## config.mk

```make
export PLATFORM = sky130hd
export DESIGN_NAME = cx_insn_decoder
export DESIGN_NICKNAME = d
export VERILOG_FILES = /design/src/rtl/cx_dec_pkg.sv /design/src/rtl/cx_field_split.sv /design/src/rtl/cx_op_map.sv /design/src/rtl/cx_ctrl_gen.sv /design/src/rtl/cx_insn_decoder.sv
export SDC_FILE = /design/constraint.sdc
export NUM_CORES = 1
export LEC_CHECK = 0
export BUFFER_PORTS_ARGS = -buffer_cell sky130_fd_sc_hd__buf_2
export CAP_MARGIN = 20
export CORE_MARGIN = 5
export CORE_UTILIZATION = 34
export CTS_CLUSTER_SIZE = 10
export DETAILED_ROUTE_END_ITERATION = 8
export PLACE_DENSITY = 0.77
export SYNTH_ARGS = -nofsm -noshare
export SYNTH_HDL_FRONTEND = slang
export SYNTH_SLANG_ARGS = --single-unit
```

## constraint.sdc

```tcl
create_clock -name clk -period 1.15 [get_ports clk]
set_clock_uncertainty 0.15 [all_clocks]
set_input_delay 0.0575 -clock clk [delete_from_list [all_inputs] [get_ports clk]]
set_output_delay 0.0575 -clock clk [all_outputs]
set_load 0.02 [all_outputs]
```

## src/rtl/cx_dec_pkg.sv

```systemverilog
package cx_dec_pkg;
    localparam int ILEN     = 32;
    localparam int REG_AW   = 5;
    localparam int OPC_W    = 7;
    localparam int F3_W     = 3;
    localparam int F7_W     = 7;

    typedef enum logic [1:0] {
        CXOP_NONE = 2'd0,
        CXOP_MUL  = 2'd1,
        CXOP_ADD  = 2'd2,
        CXOP_MAG  = 2'd3
    } cx_op_e;

    typedef enum logic {
        SRC_REG = 1'b0,
        SRC_ALT = 1'b1
    } src_sel_e;

    typedef struct packed {
        logic [F7_W-1:0]   f7;
        logic [REG_AW-1:0] rs2;
        logic [REG_AW-1:0] rs1;
        logic [F3_W-1:0]   f3;
        logic [REG_AW-1:0] rd;
        logic [OPC_W-1:0]  opc;
    } rtype_t;

    typedef struct packed {
        logic              valid;
        logic              handled;
        logic              illegal;
        logic              rs1_en;
        logic              rs2_en;
        logic              rd_we;
        src_sel_e          opa_sel;
        src_sel_e          opb_sel;
        cx_op_e            op;
        logic [REG_AW-1:0] rs1;
        logic [REG_AW-1:0] rs2;
        logic [REG_AW-1:0] rd;
    } dec_ctrl_t;

    function automatic cx_op_e f3_to_op(input logic [F3_W-1:0] f3);
        case (f3)
            3'b000:  return CXOP_MUL;
            3'b001:  return CXOP_ADD;
            3'b010:  return CXOP_MAG;
            default: return CXOP_NONE;
        endcase
    endfunction

    function automatic logic op_uses_rs2(input cx_op_e op);
        return (op == CXOP_MUL) || (op == CXOP_ADD);
    endfunction
endpackage

```

## src/rtl/cx_field_split.sv

```systemverilog
module cx_field_split
    import cx_dec_pkg::*;
(
    input  logic [ILEN-1:0] instr,
    output rtype_t          fields
);
    assign fields = rtype_t'(instr);
endmodule

```

## src/rtl/cx_op_map.sv

```systemverilog
module cx_op_map
    import cx_dec_pkg::*;
#(
    parameter logic [OPC_W-1:0] CUSTOM_OPC = 7'h0B
) (
    input  rtype_t fields,
    output logic   hit,
    output logic   legal,
    output cx_op_e op
);
    cx_op_e raw_op;

    always_comb begin
        hit    = (fields.opc == CUSTOM_OPC);
        raw_op = f3_to_op(fields.f3);
        legal  = hit && (raw_op != CXOP_NONE) && (fields.f7 == '0);
        op     = legal ? raw_op : CXOP_NONE;
    end
endmodule

```

## src/rtl/cx_ctrl_gen.sv

```systemverilog
module cx_ctrl_gen
    import cx_dec_pkg::*;
(
    input  logic      valid,
    input  logic      hit,
    input  logic      legal,
    input  cx_op_e    op,
    input  rtype_t    fields,
    output dec_ctrl_t ctrl
);
    logic go;

    always_comb begin
        go            = valid && legal;
        ctrl          = '0;
        ctrl.valid    = valid;
        ctrl.handled  = valid && hit;
        ctrl.illegal  = valid && hit && !legal;
        ctrl.opa_sel  = SRC_REG;
        ctrl.opb_sel  = SRC_REG;
        if (go) begin
            ctrl.op     = op;
            ctrl.rs1_en = 1'b1;
            ctrl.rd_we  = 1'b1;
            ctrl.rs2_en = op_uses_rs2(op);
            ctrl.rs1    = fields.rs1;
            ctrl.rd     = fields.rd;
            ctrl.rs2    = op_uses_rs2(op) ? fields.rs2 : '0;
        end
    end
endmodule

```

## src/rtl/cx_insn_decoder.sv

```systemverilog
module cx_insn_decoder
    import cx_dec_pkg::*;
#(
    parameter logic [OPC_W-1:0] CUSTOM_OPC = 7'h0B
) (
    input  logic              clk,
    input  logic              rst,
    input  logic              in_valid,
    input  logic [ILEN-1:0]   in_instr,
    output logic              out_valid,
    output logic              out_handled,
    output logic              out_illegal,
    output logic              out_rs1_en,
    output logic              out_rs2_en,
    output logic              out_rd_we,
    output logic              out_opa_sel,
    output logic              out_opb_sel,
    output logic [1:0]        out_alu_op,
    output logic [REG_AW-1:0] out_rs1_addr,
    output logic [REG_AW-1:0] out_rs2_addr,
    output logic [REG_AW-1:0] out_rd_addr
);
    rtype_t    fields;
    logic      hit;
    logic      legal;
    cx_op_e    op;
    dec_ctrl_t ctrl_d;
    dec_ctrl_t ctrl_q;

    cx_field_split u_split (
        .instr  (in_instr),
        .fields (fields)
    );

    cx_op_map #(.CUSTOM_OPC(CUSTOM_OPC)) u_map (
        .fields (fields),
        .hit    (hit),
        .legal  (legal),
        .op     (op)
    );

    cx_ctrl_gen u_ctrl (
        .valid  (in_valid),
        .hit    (hit),
        .legal  (legal),
        .op     (op),
        .fields (fields),
        .ctrl   (ctrl_d)
    );

    always_ff @(posedge clk) begin
        if (rst) ctrl_q <= '0;
        else     ctrl_q <= ctrl_d;
    end

    assign out_valid    = ctrl_q.valid;
    assign out_handled  = ctrl_q.handled;
    assign out_illegal  = ctrl_q.illegal;
    assign out_rs1_en   = ctrl_q.rs1_en;
    assign out_rs2_en   = ctrl_q.rs2_en;
    assign out_rd_we    = ctrl_q.rd_we;
    assign out_opa_sel  = ctrl_q.opa_sel;
    assign out_opb_sel  = ctrl_q.opb_sel;
    assign out_alu_op   = ctrl_q.op;
    assign out_rs1_addr = ctrl_q.rs1;
    assign out_rs2_addr = ctrl_q.rs2;
    assign out_rd_addr  = ctrl_q.rd;


    foreign_opc_chk: assert property (@(posedge clk) disable iff (rst)
        (in_valid && in_instr[6:0] != CUSTOM_OPC) |=> !out_handled);


    illegal_quiet_chk: assert property (@(posedge clk) disable iff (rst)
        out_illegal |-> (!out_rd_we && !out_rs1_en && !out_rs2_en && out_alu_op == 2'd0));


    mag_no_rs2_chk: assert property (@(posedge clk) disable iff (rst)
        (out_alu_op == CXOP_MAG) |-> (!out_rs2_en && out_rs2_addr == '0));


    unhandled_quiet_chk: assert property (@(posedge clk) disable iff (rst)
        !out_handled |-> (!out_illegal && !out_rd_we && !out_rs1_en && !out_rs2_en));


    valid_follow_chk: assert property (@(posedge clk) disable iff (rst)
        in_valid |=> out_valid);


    idle_follow_chk: assert property (@(posedge clk) disable iff (rst)
        !in_valid |=> (!out_valid && !out_handled && !out_rd_we));


    op_needs_claim_chk: assert property (@(posedge clk) disable iff (rst)
        (out_alu_op != 2'd0) |-> (out_handled && !out_illegal && out_rd_we));
endmodule

```

---- Word-level counts from Yosys, hierarchy flattened ----
Index checks and enable logic that the tools add are counted.
storage, ports and cells
  register bits ........................... 25
  word-level logic and storage cells ...... 34
operators by class
  mux-type cells .......................... 3
  bitwise gates (word level) .............. 2
  reduce and logical (&&, ||, !) cells .... 12
  equal/unequal tests ..................... 5
operators with widths
  kind                                                              number
  7-bit by 4-bit == test with 1-bit output (second input constant)  1
  7-bit zero test                                                   1
  2-bit one-hot mux with 3 select lines                             1
  1-bit logical AND                                                 5
  3-bit by 1-bit == test with 1-bit output (second input constant)  1
  3-bit by 2-bit == test with 1-bit output (second input constant)  1
  3-bit zero test                                                   1
  3-bit two-way mux                                                 1
  3-bit OR reduction                                                1
  2-bit by 1-bit == test with 1-bit output (second input constant)  1
  2-bit == test (second input constant)                             1
  2-bit two-way mux                                                 1
  1-bit NOT                                                         2
  2-bit nonzero test                                                1
  2-bit OR reduction                                                1
  1-bit zero test                                                   1
  1-bit logical OR                                                  1

---- Logic depth before layout (Yosys ltp) ----
  depth after elaboration ................. 10
  depth in mapped cells ................... 4
  depth with buffers taken out ............ 3

---- By module ----
From an unflattened synthesis, not the netlist that was laid out.
second synthesis, totals
  cells, all modules ...................... 125
  area, all modules ....................... 1187.4 sq um
by module, submodules not included
  module           cells each  area an instance (sq um)  instances
  cx_insn_decoder  52          673.1                     1
  cx_field_split   32          240.2                     1
  cx_ctrl_gen      31          195.2                     1
  cx_op_map        10          78.8                      1

---- Least setup slack after synthesis ----
Ideal clock, no wire load.
  path kind ............................... input port to flip-flop
  from .................................... in in_instr[25]
  to ...................................... reg ctrl_q (netlist bit out_rd_addr[0])
  cell stages on the path ................. 3
  path buffers ............................ 0
  arrival ................................. 0.921 ns
  setup time .............................. 0.060 ns
  setup slack ............................. 0.019 ns
  data required time ...................... 0.940 ns
  cell sequence ........................... nor4_1 nor2b_1 and3_1
on the way
  longest elaborated chain between the ends .. 5
RTL lines
  element                       line                   source
  from (decl)                   cx_insn_decoder.sv:9   input logic [ILEN-1:0] in_instr,
  7-bit zero test               cx_op_map.sv:16        legal = hit && (raw_op != CXOP_NONE) && (fields.f7 == '0);
  1-bit logical AND             cx_op_map.sv:16
  1-bit logical AND             cx_ctrl_gen.sv:14      go = valid && legal;
  1-bit NOT (no line)           --
  2-bit OR reduction (no line)  --
  to (signal assigned)          cx_insn_decoder.sv:53  else ctrl_q <= ctrl_d;
  to (decl)                     cx_insn_decoder.sv:28  dec_ctrl_t ctrl_q;
No other way between the ends.
A chain may end at the register's enable or synchronous reset.

---- Final worst setup path ----
  from .................................... in in_instr[2]
  to ...................................... reg ctrl_q (netlist bit out_illegal)
on the way
  longest elaborated chain between the ends .. 5
RTL lines
  element                                       line               source
  7-bit by 4-bit == test with 1-bit output (*)  cx_op_map.sv:14    hit = (fields.opc == CUSTOM_OPC);
  1-bit logical AND (2 in a row)                cx_op_map.sv:16
  1-bit zero test                               cx_ctrl_gen.sv:18  ctrl.illegal = valid && hit && !legal;
  1-bit logical AND (*)                         cx_ctrl_gen.sv:18
Every way passes the cells marked *; elsewhere a longest branch is shown, timed or not.

==> flow_summary.yaml <==
global_route:
  globalRoute.totalOverflow: 0
  antenna_found_initial: 0
  grt_pass1_wl_um: 3520
  grt_pass1_vias: 865
  grt.total_usage_pct: 13.2
  grt_max_degree: 14
timing:
  setup_ws_ns: 0.0363
  max_freq_ghz: 0.898
  setup_viol: 0
  hold_viol_final: 9
  finalCritPeriodShare_pct: 96.8
  fin_crit_ns: 1.11
  slew_viol_final: 0
  whs_ns: -0.0217
setup_path:
  critPathArrivalTime_ns: 1.19
  critPathLaunchType: "input port"
  critPathCaptureType: "flop"
  cp_max_fo: 3
  setup.worst_path.class: "input port to flop"
  crit_required_ns: 1.23
clock_tree:
  cts_max_path_buffers: 2
  cts_sinks: 22
  cts_tree: "built"
  htreeDepth: 1
  numCtsBuffers: 3
  post_cts_buffers: 0
  root_buffer: "clkbuf_4"
  clk_pin_slew_ns: 0.11
routing:
  drt-total-wl_um: 2250
  dr_total_vias: 785
  drc: 0
  detail_route.first_pass.iterations: 4
  drt-initial-drc-count: 19
  viasPerCell: 4.36
  drtAntennaViolNets: 0
  wire_per_inst_um: 12.5
yosys:
  netlist_area_um2: 797
  synth_edf_count: 0
  synth_top_area_share_pct: 55.3
  synthTopCellsByArea: "dfxtp_1, nor4b_2, and3_1"
  ys_warn_count: 0
  yosys.area.top_type: "dfxtp_1"
  yosysMostFrequentCell: "dfxtp_1"
  ys_seq_area_share_pct: 55.3
  synth-seq-cells: 22
  synth_area_per_cell_um2: 12.3
  synth-async-reset-ratio_pct: 0
  netlist_instances: 65
  yosys-top-cells-count: "dfxtp_1, and3_1, nor4b_2"
  yosys_most_used_dff: "dfxtp_1"
  yosys.cell_types.count: 18
placement:
  gp_congestion: 0.775
  preCtsSetupSlack_ns: -0.214
  dpl.hpwl_um: 1620
  portBuffers: 57
layout:
  drive_gt1_share_pct: 52.0
  diodes: 0
  area_growth_pct: 79.4
  fin_nets: 188
floorplan:
  core_mm2: 0.00223
  floorplan.initialDensity_pct: 35.7
  fp.dieH_um: 58.4
  io_pins: 60
  die-width_um: 58.4
  die_area_mm2: 0.00341
  fp-row-count: 17
power:
  pwr_density_cell_mw_per_mm2: 1060
  fin_total_pwr_mw: 1.52
  p_leak_nw: 0.718
  ir_worst_vdd_mv: 0.685
worst_hold_path:
  hold_class: "input port to flop"
outcome:
  status: "complete, but fails checks"
  violations: "hold timing"
flow_run:
  drv_cap: 0
sequential cells by signal, indices dropped and copies added, names as in the netlist:
register      flops
out_rs2_en        1
out_rd_addr       5
out_rs1_en        1
out_rs1_addr      5
out_illegal       1
out_rs2_addr      5
out_valid         1
out_alu_op        2
out_handled       1
worst max-delay path, cell delays in order:
cell and delay, ns:
buf_2 0.09, nand4b_1 0.17, buf_4 0.16, dlygate4sd3_1 0.57
nor3_2 0.14
through the flow:
step | cell area, um^2 | hold WS (ns) | setup TNS (ns) | util (%) | instances
floorplan | 801 | -0.0209 | 0 | - | 66
finish | 1430 | -0.0217 | 0 | 64.0 | 180
global route | 1430 | 0.00343 | -0.00853 | 64.0 | 180
detailed placement | 1150 | 0.121 | -3.28 | 51.3 | 154
global placement | 1150 | 0.113 | -2.40 | 51.3 | 154
CTS | 1410 | -0.0321 | 0 | 63.1 | 179
final timing paths:
check / cells past startpoint / slack, ns / end / start
worst max-delay path: 5 / 0.04 / out_illegal$_SDFF_PP0_ / in_instr[2]
worst min-delay path: 3 / -0.02 / out_illegal$_SDFF_PP0_ / in_instr[5]
cells by family after synthesis:
| group | Yosys count | synth area share (%) |
|---|---|---|
| and+or+nand+nor | 36 | 38.8 |
| DFF | 22 | 55.3 |
| xor gates and xnor gates | 1 | 1.10 |
| buffers and inverters | 5 | 4.40 |
| other | 1 | 0.471 |
cell type report:
type | instances | area, um^2
sequential | 22 | 440
tap | 28 | 35.0
timing repair buffer | 87 | 566
multi-input combinational | 39 | 337
clock buffer | 3 | 22.5
fill | 181 | 803
clock inverter | 1 | 30.0
placed cells by master (no fill, tap or decap), types with 2 or more instances in the layout:
cell type	count
conb_1	2
nor2b_1	2
nor2_1	3
dfxtp_1	22
nor4b_2	5
dlygate4sd3_1	22
nor4_1	2
clkbuf_4	3
buf_4	8
nand2b_1	2
nand2_1	2
and3_1	11
buf_2	57
nor3_1	2
report_power, final:
group          internal (mW)  switching [mW]  total (mW)
sequential             0.764        0.000367       0.764
combinational          0.116          0.0671       0.183
clock                  0.352           0.219       0.571
total                   1.23           0.287        1.52
routing by layer:
metal  vias up  GRT usage (%)  wire length (um)
met1       341           12.8               819
met2        37           25.7              1150
met3         4           2.85               241
met4         0           6.95                46
li1        403              -                 -
met5         -              0                 0
what timing repair did:
item	4_1_cts	5_1_grt
gates resized for setup	0	2
hold buffers	21	2
endpoints found under the setup margin	0	2
hold endpoints to repair	22	1
Power figures use the tool's default switching activity.
